--- src/rtl/tone_alert_qual.sv ---
module tone_alert_qual #(
  parameter int TICK_DIV  = 50000,
  parameter int ON_MS     = 46,
  parameter int WIN_LO_MS = 65,
  parameter int WIN_HI_MS = 95
) (
  input  logic clk,
  input  logic rst_n,
  input  logic tone_hit,
  input  logic ring_hit,
  input  logic zp,
  input  logic mode,
  output logic det,
  output logic irq_n
);
  localparam int CAP = WIN_HI_MS + 1;
  localparam int CW  = $clog2(CAP + 1);
  localparam int PW  = (TICK_DIV > 1) ? $clog2(TICK_DIV) : 1;

  logic [PW-1:0] pre;
  logic [CW-1:0] ms_cnt;
  logic          det_q;
  logic          alert;
  logic          tick;
  logic          tone_mode;
  logic          in_win;

  assign tick      = (pre == PW'(TICK_DIV - 1));
  assign tone_mode = !zp && !mode;
  assign in_win    = (ms_cnt >= CW'(WIN_LO_MS)) && (ms_cnt <= CW'(WIN_HI_MS));

  always_ff @(posedge clk) begin
    if (!rst_n || tick) pre <= '0;
    else                pre <= pre + 1'b1;
  end

  always_ff @(posedge clk) begin
    if (!rst_n || !tone_mode) begin
      ms_cnt <= '0;
      det_q  <= 1'b0;
      alert  <= 1'b0;
    end else begin
      det_q <= tone_hit && (ms_cnt >= CW'(ON_MS));
      if (tone_hit) begin
        if (tick && ms_cnt != CW'(CAP)) ms_cnt <= ms_cnt + 1'b1;
      end else begin
        if (in_win) alert <= 1'b1;
        ms_cnt <= '0;
      end
    end
  end

  assign det   = zp ? ring_hit : (mode ? 1'b0 : det_q);
  assign irq_n = zp ? (mode ? 1'b1 : ~ring_hit) : (mode ? ~ring_hit : ~alert);
endmodule

--- config.mk ---
export PLATFORM = sky130hd
export DESIGN_NAME = tone_alert_qual
export DESIGN_NICKNAME = d
export VERILOG_FILES = /design/src/rtl/tone_alert_qual.sv
export SDC_FILE = /design/constraint.sdc
export NUM_CORES = 1
export LEC_CHECK = 0
export ABC_AREA = 1
export BUFFER_PORTS_ARGS = -buffer_cell sky130_fd_sc_hd__buf_2
export CORE_AREA = 5 5 51 75
export DETAILED_ROUTE_END_ITERATION = 7
export DIE_AREA = 0 0 56 80
export SLEW_MARGIN = 20
export SYNTH_ARGS = -nofsm -noshare
export SYNTH_HDL_FRONTEND = slang
export SYNTH_SLANG_ARGS = --single-unit
--- constraint.sdc ---
create_clock -name clk -period 4 [get_ports clk]
set_clock_uncertainty 0.15 [all_clocks]
set_input_delay 0.4 -clock clk [delete_from_list [all_inputs] [get_ports clk]]
set_output_delay 0.4 -clock clk [all_outputs]
set_load 0.01 [all_outputs]
======== Yosys cells after proc, flatten, opt, wreduce, memory -nomap -nowiden ========
Index checks and enable logic that the tools add are counted.
word-level totals
  register bits ........................... 25
  word-level logic and storage cells ...... 31
  bits of input ports ..................... 6
operators by class
  bitwise gates (word level) .............. 3
  add/subtract/negate cells ............... 2
  reductions and logical operators ........ 12
  equal/unequal tests ..................... 2
  magnitude comparators ................... 3
  mux-type cells .......................... 5
operator list
  kind                     count
  $add A16 B1 Y16 const B  1
  $eq A16 B16 Y1 const B   1
  $add A7 B1 Y7 const B    1
  $ge A7 B6 Y1 const B     1
  $ge A7 B7 Y1 const B     1
  $le A7 B7 Y1 const B     1
  $ne A7 B7 Y1 const B     1
  $mux W1                  5
  $logic_and A1 B1 Y1      4
  $logic_not A1 Y1         4
  $not A1 Y1               3
  $logic_or A1 B1 Y1       2
  $reduce_and A2 Y1        1
  $reduce_or A2 Y1         1

======== Depth between registers and ports, before layout ========
  depth after elaboration ................. 5
  depth in mapped cells ................... 8

======== Worst setup path before layout ========
Ideal clock, no wire load.
  path type ............................... reg2reg
  start ................................... reg pre[0]
  end ..................................... reg pre[10]
  arrival time ............................ 1,246 ps
  data required time ...................... 3,736 ps
  stages on the path, launching flop included .. 8
  setup slack ............................. 2,490 ps
  path through ............................ dfxtp_1 ha_1 nand2_2 nor2_4 nand3_4 o21ai_4 buf_6 nor2_1
between the ends
  longest elaborated chain between the ends .. 2
  elaborated cells between the ends (all ways) .. 3
  classes of those cells .................. add/sub (1); eq/ne (1); reduce/logical (1)
ends and longest elaborated chain
  item                                                     RTL line  RTL
  start, declared                                          20        logic [PW-1:0] pre;
  start signal, assigned                                   34        else pre <= pre + 1'b1;
  branches (longest 2 deep; another with $add A16 B1 Y16)  -
Several ways; the timed one is not identified.
A chain may end at the register's enable or synchronous reset.

======== Worst setup path in the final report ========
  start ................................... reg ms_cnt[0]
  end ..................................... reg ms_cnt[4]
between the ends
  longest elaborated chain between the ends .. 2
  elaborated cells between the ends (all ways) .. 3
  classes of those cells .................. add/sub (1); eq/ne (1); reduce/logical (1)
ends and longest elaborated chain
  item                                                   RTL line  RTL
  start, declared                                        21        logic [CW-1:0] ms_cnt;
  start signal, assigned                                 45        if (tick && ms_cnt != CW'(CAP)) ms_cnt <= ms_cnt + 1'b1;
  branches (longest 2 deep; another with $add A7 B1 Y7)  -
Several ways; the timed one is not identified.

==> reports/qor.yml <==
status: "complete, no violations"
r2r_setup_slack_ns: 2.30
yosysSeqAreaShare: 0.353
syn_inst: 200
synthAdderAreaFrac: 0.0442
dp_slack_ns: 2.27
hold_depth: 3
path_max_fanout: 8
synth_edf_count: 0
final_cells: 248
finalHoldViolCount: 0
synth_ff_type: "dfxtp_1"
drive_gt1_frac: 0.115
setup.worst_path.class: "register to register"
postCtsHoldBufs: 0
crit_buf_inv: 1
yosysUniqueCellTypes: 31
hp-class: "primary input to register"
firstDrtPassIters: 4
ir_worst_vdd_v: 0.000228
holdWs_ns: 0.247
reg2reg_depth: 7
grt_max_degree: 17
cts_resized: 0
via_count: 1290
mappedNetlistArea_sq_um: 1420
rsz0062_at_grt: "no"
cellPowerDensity_nw_per_um2: 277
worstPathRequired_ns: 4.05
setup_viol: 0
syn-num-nets: 211
yosys.area.top_type: "dfxtp_1"
wirelength_microns: 2910
cts_made_buffers: 3
antenna_left: 0
cts_sinks: 25
antennaDiodeCount: 0
coreArea_sq_um: 3100
die_h_microns: 80
critPathLaunchType: "register"
synthSimpleGateAreaFrac: 0.384
p_leak_nw: 0.486
routabilityCongestion: 0.842
critPathTopFamily: "simple AND/OR/NAND/NOR gates"
synth_top_family_by_area: "simple AND/OR/NAND/NOR gates"
die_x_microns: 56
fin_ws_ns: 2.30
rows: 25
synth_most_common_cell: "nand2_1"
slowest_stage: "dfxtp_1"
async_reset_ff_frac: 0
path_depth: 7
synthXorXnorAreaFrac: 0.0495
cts.htree.levels: 1
grt_pass1_wl_microns: 5120
die_area_sq_um: 4480
cap_violations: 0
synth_compound_area_frac: 0.103
avgSynthCellArea_sq_um: 7.08
synth_mux_area_frac: 0
place_hpwl_microns: 2330
syn_to_final_growth_pct: 7.95
post-route-period-util: 0.426
grt_use_total: 0.140
antenna_found_initial: 0
routed_via_density: 5.20
tightest_slew_ns: 0.423
drt_iter0_markers: 48
grt_overflow: 0
port_buffers: 7
post-cts-setup-buffers: 0
cp_common_cell: "nand2_1"
ys_seq_elements: 25
nets: 220
tritoncts: "done"
period_needed_ns: 1.70
cts.clk_slew.worst_paths_ns: 0.09
path_cells: "inv_1, ha_1, nand2_1, nand3b_2, nand3_2, nand2_1, a21oi_1"
drv_slew: 0
synthTopCellsByCount: "nand2_1, nor2_1, dfxtp_1"
worstPathArrival_ns: 1.76
start_util: 0.457
fmax_mhz: 587
cp-end-kind: "register"
drc: 0
yosysWarnings: 0
cts.path.max_buffers: 2
dp_cells: 244
max_slew_margin: 0.717
setup_tns_ns: 0
wl_per_cell_microns: 11.7
cts_root_buffer: "clkbuf_8"
synth.top_cell.area_share: 0.353
ios: 8
clkLatencyLatePin_ns: 0.27
grt_pass1_vias: 1298
slowest_delay_ns: 0.37
synth_area_leaders: "dfxtp_1, nand2_1, nor2_1, a21oi_1, nand3_1"
-- state kept, by name (all words and copies together), names as in the netlist --
| name | cells |
|---|---|
| ms_cnt | 7 |
| det_q | 1 |
| pre | 16 |
| alert | 1 |
-- worst paths after layout --
| path | startpoint | endpoint |
|---|---|---|
| worst max-delay path | ms_cnt[0] | ms_cnt[4] |
| worst min-delay path | rst_n | alert |
| worst max register to register | ms_cnt[0] | ms_cnt[4] |
| worst min register to register | pre[0] | pre[0] |
-- through the flow --
stage | util | instance area (sq um) | power, mW
2_1_floorplan | - | 1420 | 0.269
3_3_place_gp | 0.478 | 1480 | 0.274
3_5_place_dp | 0.478 | 1480 | 0.275
4_1_cts | 0.494 | 1530 | 0.429
5_1_grt | 0.494 | 1530 | 0.441
6_report | 0.494 | 1530 | 0.424
-- cell usage in the layout (no fill, tap or decap), drive strengths merged --
master / count
buf: 7
nor3: 4
nand2b: 1
clkinvlp: 1
dfxtp: 25
inv: 19
o21ai: 4
nor2: 34
clkbuf: 3
o211ai: 1
ha: 5
xnor2: 2
a21oi: 18
o2111ai: 1
nand2: 48
xor2: 6
nand4: 7
a22o: 1
or2: 2
nand3b: 2
nor3b: 1
nand3: 16
-- worst register-to-register path, cell delays in order (launching register included) --
cell      delay, ns
dfxtp_1        0.37
inv_1          0.14
ha_1           0.18
nand2_1        0.06
nand3b_2       0.31
nand3_2        0.21
nand2_1        0.08
a21oi_1        0.14
-- report_power, final --
group | switching, mW | internal (mW) | total, mW
Clock | 0.0839 | 0.0706 | 0.155
Combinational | 0.00969 | 0.00654 | 0.0162
Sequential | 0.00168 | 0.251 | 0.253
-- layer usage --
metal  global-route usage  share of wire  vias to the layer above
li1                     -              -                      663
met1                0.130           0.40                      597
met2                0.294           0.55                       22
met3               0.0210          0.026                        8
met4               0.0546          0.023                        0
met5                    0              0                        -
-- area by class of cell --
class | instances | area [sq um]
Multi-Input combinational cell | 153 | 823
Fill cell | 326 | 1570
Tap cell | 40 | 50.0
Inverter | 19 | 71.3
Clock inverter | 1 | 7.51
Sequential cell | 25 | 500
Timing Repair Buffer | 7 | 35.0
Clock buffer | 3 | 41.3
-- kinds of logic (layout without fill, tap and decap cells) --
kind of cell / after synthesis / count (layout)
and+or+nand+nor: 115 / 115
AOI/OAI and AO/OA: 25 / 25
DFF: 25 / 25
xor gates and xnor gates: 8 / 8
buffers and inverters: 22 / 30
adders and majority gates: 5 / 5
No activity file was read; power rests on OpenSTA's default activity.
